<file path="src/rtl/fifo_evt_irq_pkg.sv">
package fifo_evt_irq_pkg;
  localparam int ADDR_W     = 2;
  localparam int STAT_W     = 8;
  localparam int TX_THR_LSB = 4;
  localparam int RX_THR_LSB = 12;

  typedef enum logic [ADDR_W-1:0] {
    SEL_CFG  = 2'd0,
    SEL_STAT = 2'd1,
    SEL_EN   = 2'd2,
    SEL_CNT  = 2'd3
  } regSel_e;

  // strobes from control to datapath
  typedef struct packed {
    logic cfgWr;
    logic statClr;
    logic enWr;
  } regStrobe_t;
endpackage

</file>
<file path="src/rtl/fifo_evt_irq_ctrl.sv">
module fifo_evt_irq_ctrl
  import fifo_evt_irq_pkg::*;
#(
  parameter int DATA_W = 16
) (
  input  logic [ADDR_W-1:0] regAddr,
  input  logic              regWrEn,
  input  logic [DATA_W-1:0] cfgWord,
  input  logic [DATA_W-1:0] statusWord,
  input  logic [DATA_W-1:0] enableWord,
  input  logic [DATA_W-1:0] countWord,
  output regStrobe_t        stb,
  output logic [DATA_W-1:0] regRdData
);
  regSel_e sel;
  assign sel = regSel_e'(regAddr);

  always_comb begin
    stb = '0;
    if (regWrEn) begin
      unique case (sel)
        SEL_CFG:  stb.cfgWr   = 1'b1;
        SEL_STAT: stb.statClr = 1'b1;
        SEL_EN:   stb.enWr    = 1'b1;
        default:  ;
      endcase
    end
  end

  always_comb begin
    unique case (sel)
      SEL_CFG:  regRdData = cfgWord;
      SEL_STAT: regRdData = statusWord;
      SEL_EN:   regRdData = enableWord;
      default:  regRdData = countWord;
    endcase
  end
endmodule

</file>
<file path="src/rtl/fifo_evt_irq_dp.sv">
module fifo_evt_irq_dp
  import fifo_evt_irq_pkg::*;
#(
  parameter int CNT_W      = 4,
  parameter int FIFO_DEPTH = 15,
  parameter int DATA_W     = 16
) (
  input  logic              clk,
  input  logic              rstN,
  input  logic [CNT_W-1:0]  txLevel,
  input  logic [CNT_W-1:0]  rxLevel,
  input  logic              txUnderrun,
  input  logic              txOverrun,
  input  logic              txFault,
  input  logic              rxUnderrun,
  input  logic              rxOverrun,
  input  logic              rxFault,
  input  regStrobe_t        stb,
  input  logic [DATA_W-1:0] wrData,
  output logic [DATA_W-1:0] cfgWord,
  output logic [DATA_W-1:0] statusWord,
  output logic [DATA_W-1:0] enableWord,
  output logic [DATA_W-1:0] countWord,
  output logic              irq
);
  localparam logic [CNT_W-1:0] THR_RESET = CNT_W'(4);
  localparam logic [CNT_W-1:0] DEPTH_V   = CNT_W'(FIFO_DEPTH);

  logic [CNT_W-1:0]  thrTxQ, thrRxQ;
  logic [STAT_W-1:0] statusQ, enableQ;
  logic              txBelowQ, rxAtQ;
  logic              txBelowNow, rxAtNow;
  logic [STAT_W-1:0] evtVec, clrVec;
  logic [CNT_W-1:0]  txFree;

  // threshold registers
  always_ff @(posedge clk or negedge rstN) begin
    if (!rstN) begin
      thrTxQ <= THR_RESET;
      thrRxQ <= THR_RESET;
    end else if (stb.cfgWr) begin
      thrTxQ <= wrData[TX_THR_LSB +: CNT_W];
      thrRxQ <= wrData[RX_THR_LSB +: CNT_W];
    end
  end

  // enable mask
  always_ff @(posedge clk or negedge rstN) begin
    if (!rstN)         enableQ <= '0;
    else if (stb.enWr) enableQ <= wrData[STAT_W-1:0];
  end

  // crossing detectors; history starts "already on that side"
  assign txBelowNow = (txLevel < thrTxQ);
  assign rxAtNow    = (rxLevel >= thrRxQ);

  always_ff @(posedge clk or negedge rstN) begin
    if (!rstN) begin
      txBelowQ <= 1'b1;
      rxAtQ    <= 1'b1;
    end else begin
      txBelowQ <= txBelowNow;
      rxAtQ    <= rxAtNow;
    end
  end

  assign evtVec = {rxFault, rxOverrun, rxUnderrun, rxAtNow & ~rxAtQ,
                   txFault, txOverrun, txUnderrun, txBelowNow & ~txBelowQ};
  assign clrVec = stb.statClr ? wrData[STAT_W-1:0] : '0;

  // one sticky bit per event; set dominates clear
  for (genvar b = 0; b < STAT_W; b++) begin : g_stat
    always_ff @(posedge clk or negedge rstN) begin
      if (!rstN)          statusQ[b] <= 1'b0;
      else if (evtVec[b]) statusQ[b] <= 1'b1;
      else if (clrVec[b]) statusQ[b] <= 1'b0;
    end
  end

  assign irq = |(statusQ & enableQ);

  assign txFree = (txLevel >= DEPTH_V) ? '0 : DEPTH_V - txLevel;

  always_comb begin
    cfgWord = '0;
    cfgWord[TX_THR_LSB +: CNT_W] = thrTxQ;
    cfgWord[RX_THR_LSB +: CNT_W] = thrRxQ;
    statusWord = '0;
    statusWord[STAT_W-1:0] = statusQ;
    enableWord = '0;
    enableWord[STAT_W-1:0] = enableQ;
    countWord = '0;
    countWord[0 +: CNT_W]     = txFree;
    countWord[CNT_W +: CNT_W] = rxLevel;
  end
endmodule

</file>
<file path="src/rtl/fifo_evt_irq.sv">
module fifo_evt_irq
  import fifo_evt_irq_pkg::*;
#(
  parameter int CNT_W      = 4,
  parameter int FIFO_DEPTH = 15,
  parameter int DATA_W     = 16
) (
  input  logic              clk,
  input  logic              rstN,
  input  logic [CNT_W-1:0]  txLevel,
  input  logic [CNT_W-1:0]  rxLevel,
  input  logic              txUnderrun,
  input  logic              txOverrun,
  input  logic              txFault,
  input  logic              rxUnderrun,
  input  logic              rxOverrun,
  input  logic              rxFault,
  input  logic [ADDR_W-1:0] regAddr,
  input  logic              regWrEn,
  input  logic [DATA_W-1:0] regWrData,
  output logic [DATA_W-1:0] regRdData,
  output logic              irq
);
  regStrobe_t        stb;
  logic [DATA_W-1:0] cfgWord, statusWord, enableWord, countWord;

  fifo_evt_irq_ctrl #(.DATA_W(DATA_W)) u_ctrl (
    .regAddr(regAddr), .regWrEn(regWrEn),
    .cfgWord(cfgWord), .statusWord(statusWord),
    .enableWord(enableWord), .countWord(countWord),
    .stb(stb), .regRdData(regRdData)
  );

  fifo_evt_irq_dp #(.CNT_W(CNT_W), .FIFO_DEPTH(FIFO_DEPTH), .DATA_W(DATA_W)) u_dp (
    .clk(clk), .rstN(rstN), .txLevel(txLevel), .rxLevel(rxLevel),
    .txUnderrun(txUnderrun), .txOverrun(txOverrun), .txFault(txFault),
    .rxUnderrun(rxUnderrun), .rxOverrun(rxOverrun), .rxFault(rxFault),
    .stb(stb), .wrData(regWrData),
    .cfgWord(cfgWord), .statusWord(statusWord),
    .enableWord(enableWord), .countWord(countWord), .irq(irq)
  );
endmodule

</file>
<file path="config.mk">
export PLATFORM = sky130hd
export DESIGN_NAME = fifo_evt_irq
export DESIGN_NICKNAME = d
export VERILOG_FILES = /design/src/rtl/fifo_evt_irq_pkg.sv /design/src/rtl/fifo_evt_irq_ctrl.sv /design/src/rtl/fifo_evt_irq_dp.sv /design/src/rtl/fifo_evt_irq.sv
export SDC_FILE = /design/constraint.sdc
export NUM_CORES = 1
export LEC_CHECK = 0
export BUFFER_PORTS_ARGS = -buffer_cell sky130_fd_sc_hd__buf_2
export CAP_MARGIN = 10
export CORE_ASPECT_RATIO = 0.8
export CORE_MARGIN = 8
export CORE_UTILIZATION = 49
export CTS_CLUSTER_SIZE = 24
export DETAILED_ROUTE_END_ITERATION = 8
export PLACE_DENSITY_LB_ADDON = 0.05
export SLEW_MARGIN = 20
export SYNTH_ARGS = -nofsm -noshare
export SYNTH_HDL_FRONTEND = slang
export SYNTH_SLANG_ARGS = --single-unit
</file>
<file path="constraint.sdc">
create_clock -name clk -period 1.97 [get_ports clk]
set_clock_uncertainty 0.2 [all_clocks]
set_input_delay 0.394 -clock clk [delete_from_list [all_inputs] [get_ports clk]]
set_output_delay 0.394 -clock clk [all_outputs]
set_load 0.01 [all_outputs]
</file>
# Word-level counts from Yosys, hierarchy flattened
# Cells that the tools add are included.
# totals
reg_bits	26
input_bits	35
out_inout_bits	17
wordCells	57
# op_classes
add_sub_neg	1
magnitude_cmp	3
n_eq_ne	2
n_mux	23
bitwise_logic	5
n_reduce_logical	10
# op_table
cell	count
$pmux 16 s3	1
$mux 1	19
$reduce_bool 2->1	8
$and 8x8->8	1
$mux 8	1
$reduce_or 8->1	1
$ge 4x4->1	1
$ge 4x4->1 const B	1
$lt 4x4->1	1
$mux 4	1
$sub 4x4->4 const A	1
$mux 3	1
$and 1x1->1	2
$eq 2x1->1 const B	1
$eq 2x2->1 const B	1
$logic_not 2->1	1
$not 1->1	2

# Depth between registers and ports, before layout
# depth
depth_word	6
ltp_mapped	5
depth_no_buf	5

# Modules after synthesis
# A second synthesis with hierarchy kept.
# hier_totals
cells_unflattened	162
area_unflattened_um2	1904.3
# by_module_without_submodules
mod	n_inst	cells_per_inst	area_per_inst_um2	seq_area_each_um2
fifo_evt_irq_dp	1	139	1441.4	655.6
fifo_evt_irq_ctrl	1	23	462.9	0.0

# Worst setup path before layout
# Ideal clock, no wire load.
# synth_timing
path_kind	input -> output
startpoint	input regAddr[0]
endpoint	output regRdData[4]
arrival_ns	1.134
t_required_ns	1.376
setup_slack_ns	0.242
stages	2
path_cell_list	buf_2 mux4_2
# synth_via
elab_chain_cells	2
word_cells_on_any_way	4
classes_between	2 x eq/ne; 1 x mux; 1 x reduce/logical
# synth_lines
item	line	rtl
from (decl)	fifo_evt_irq.sv:18	input logic [ADDR_W-1:0] regAddr,
$eq 2x2->1, or another cell as far along	fifo_evt_irq_ctrl.sv:31	unique case (sel)
$pmux 16 s3 (*)	fifo_evt_irq_ctrl.sv:31	
to (decl)	fifo_evt_irq.sv:21	output logic [DATA_W-1:0] regRdData,
# Every way passes the cells marked *; elsewhere a longest branch is shown, timed or not.

# Worst setup path after layout
# layout_timing
startpoint	register u_dp.statusQ[5] (netlist: u_dp.statusWord[5])
endpoint	output regRdData[5]
# layout_via
elab_chain_cells	1
# layout_lines
item	line	rtl
from (decl)	fifo_evt_irq_dp.sv:30	logic [STAT_W-1:0] statusQ, enableQ;
from (signal, indexed assignment)	fifo_evt_irq_dp.sv:74	if (!rstN) statusQ[b] <= 1'b0;
from (signal, indexed assignment)	fifo_evt_irq_dp.sv:75	else if (evtVec[b]) statusQ[b] <= 1'b1;
from (signal, indexed assignment)	fifo_evt_irq_dp.sv:76	else if (clrVec[b]) statusQ[b] <= 1'b0;
$pmux 16 s3	fifo_evt_irq_ctrl.sv:31	
# Every way passes these cells.

==> reports/metrics.csv <==
metric,value,unit
cts_num_sinks,26,
clkTransAtPathRegs,0.13,ns
root_buffer,clkbuf_4,
cts_tree,yes,
hold_class,in2reg,
path_cells,mux4_2 > buf_6,
wl_per_cell,15.8,um
hold_ws,0.0424,ns
power.density,750,mW/mm^2
detail_route.iter0.violations,30,
yosysWarnings,0,
drc_errors,0,
io_pins,52,
ant_nets,0,
clock_latency,0.31,ns
numCtsBuffers,3,
crit_buf_inv,1,
antenna_found_initial,0,
grt-ovfl-total,0,
syn_inst,121,
design_area,0.00181,sq mm
wl,3.37,mm
outcome,"complete, no violations",
cp-start-kind,flip-flop,
synthFlopType,dfrtp_1,
ys_types,30,
relSlewSlack,61.9,%
combPwrFrac,29.4,%
die_area,0.00491,sq mm
finalSetupTns,0,ns
synth_edf_count,0,
postSynth.asyncResetShare,100,%
start_util,51.7,%
peakVddDrop,0.000384,V
grt_max_degree,27,
rsz0062_at_grt,yes,
core,0.00277,sq mm
max_stage_delay,0.48,ns
firstDrtPassIters,4,
die_x,76.4,um
grt_pass1_wl,5.58,mm
io_buffers,43,
drive_gt1_share,42.9,%
netlist_area,0.00143,sq mm
arrival,1.37,ns
synth_seq_cells,26,
final_util,65.4,%
intPower,0.000974,W
place_congestion,0.763,
track_usage,13.8,%
syn_area_per_cell,11.8,sq um
dp_hpwl,2.69,mm
slew_viol_final,0,
max_freq,508,MHz
slowest_stage,mux4_2,
rows,17,
critPathCaptureType,primary output,
h-tree-depth,1,
fin_nets,218,
finalNonFillerCells,213,
route.vias.total,1091,
placed_cells,203,
p_switching,0.000381,W
place_area,0.00170,sq mm
cts_buffer_depth,2,
setup_viol,0,
critPathKind,reg2out,
hold_viol,0,
switching_share,28.1,%
avgViaCountPerCell,5.12,
yosysSeqAreaShare,45.8,%
diodes,0,
area_delta_synth_final,26.4,%
worst-path-max-fanout,3,
min_period_over_period,99.9,%
leakage,0.899,nW
critical-path-top-delay-family,multiplexers,
fin_crit,1.97,ns
maxCapViolCount,0,
worst_slew_pin_slew,0.572,ns
p_seq_share,51.2,%
required,1.38,ns
pwr-share-clk,19.4,%
die_h,64.3,um
grt_pass1_vias,1182,
## metrics by stage
stage	power (W)	setup slack [ns]
global placement	0.00105	0.0850
finish	0.00136	0.00209
floorplan	0.000923	0.242
global route	0.00145	-0.0406
detailed placement	0.00106	0.0827
CTS	0.00133	0.00181
## cells by family (layout without fill, tap and decap cells)
family / after synthesis / in the layout / synth area share [%]
multiplexers: 24 / 24 / 21.7
adder cells (fa/ha/maj): 7 / 7 / 6.12
flip-flops: 26 / 26 / 45.8
AO/OA/AOI/OAI: 22 / 22 / 11.3
buffers and inverters: 20 / 71 / 6.65
other: 1 / 4 / 0.262
AND/OR/NAND/NOR: 21 / 21 / 8.14
## power groups by stage
| stage | Sequential [W] | Combinational [W] | Clock [W] |
|---|---|---|---|
| floorplan | 0.000684 | 0.000239 | 0 |
| CTS | 0.000695 | 0.000357 | 0.000277 |
| global route | 0.000706 | 0.000443 | 0.000297 |
| finish | 0.000694 | 0.000398 | 0.000263 |
| detailed placement | 0.000704 | 0.000354 | 0 |
| global placement | 0.000701 | 0.000344 | 0 |
## state kept, by name (all words and copies together) (netlist names)
register and count:
u_dp.rxAtQ 1, u_dp.txBelowQ 1, u_dp.enableQ 8, u_dp.statusWord 8, u_dp.thrTxQ 4, u_dp.thrRxQ 4
## final cells by class
type,instances,area [sq um]
Fill cell,227,957
Multi-Input combinational cell,78,691
Sequential cell,26,656
Timing Repair Buffer,55,333
Tap cell,38,47.5
Inverter,12,45.0
Clock buffer,4,36.3
## worst register-to-register path: stages (launching register included)
cell      delay (ns)
dfstp_2         0.55
inv_1           0.05
ha_1            0.27
o211ai_1        0.09
o21ai_0         0.27
a22o_1          0.20
## path summary, 6_finish.rpt
path / to / slack [ns] / cells past startpoint / from
max: regRdData[5] / 0.002 / 2 / u_dp.statusWord[5]
min: u_dp.statusWord[7] / 0.04 / 2 / rxFault
max reg2reg: u_dp.statusWord[4] / 0.31 / 5 / u_dp.thrRxQ[2]
min reg2reg: u_dp.thrRxQ[3] / 0.30 / 1 / u_dp.thrRxQ[3]
max in group asynchronous: u_dp.rxAtQ / 0.81 / 2 / rstN
min in group asynchronous: u_dp.statusWord[1] / 0.38 / 2 / rstN
## layout by cell type, fill, tap and decap left out, types with 2 or more instances in the layout
cell	instances
conb_1	4
clkbuf_4	3
o211ai_1	2
or2_1	3
mux4_2	4
a22oi_1	4
nor3b_1	2
nand2_1	5
dfstp_2	4
mux2_2	8
nor3_1	3
mux2i_1	4
a21oi_1	4
buf_4	11
dfrtp_1	22
buf_6	4
a21o_1	3
and2_1	2
mux2_1	8
inv_1	12
nor2_1	2
ha_1	7
a22o_1	5
buf_2	39
## synth_stat cells, types with 3 or more instances
library cell | count | area [sq um]
mux2_2 | 8 | 90.1
inv_1 | 12 | 45.0
mux2_1 | 8 | 90.1
a22oi_1 | 4 | 30.0
buf_2 | 4 | 20.0
or2_1 | 3 | 18.8
a21o_1 | 3 | 22.5
buf_4 | 4 | 30.0
a22o_1 | 5 | 43.8
a21oi_1 | 4 | 20.0
dfstp_2 | 4 | 105
mux4_2 | 4 | 90.1
nand2_1 | 5 | 18.8
mux2i_1 | 4 | 40.0
nor3_1 | 3 | 15.0
dfrtp_1 | 22 | 551
ha_1 | 7 | 87.6
## metal layers
metal | wire [um] | GRT usage, %
met5 | 0 | 0
met4 | 18 | 2.15
met3 | 217 | 6.01
met2 | 1570 | 22.9
met1 | 1570 | 16.6
## timing repair
item                                    in CTS  in global routing
buffers inserted                             0                  5
hold endpoints to repair                    22                  0
resized for setup                            0                  4
endpoints found under the setup margin       0                  4
hold buffers                                 1                  0
Note: power is estimated with default switching activity, not from simulation.
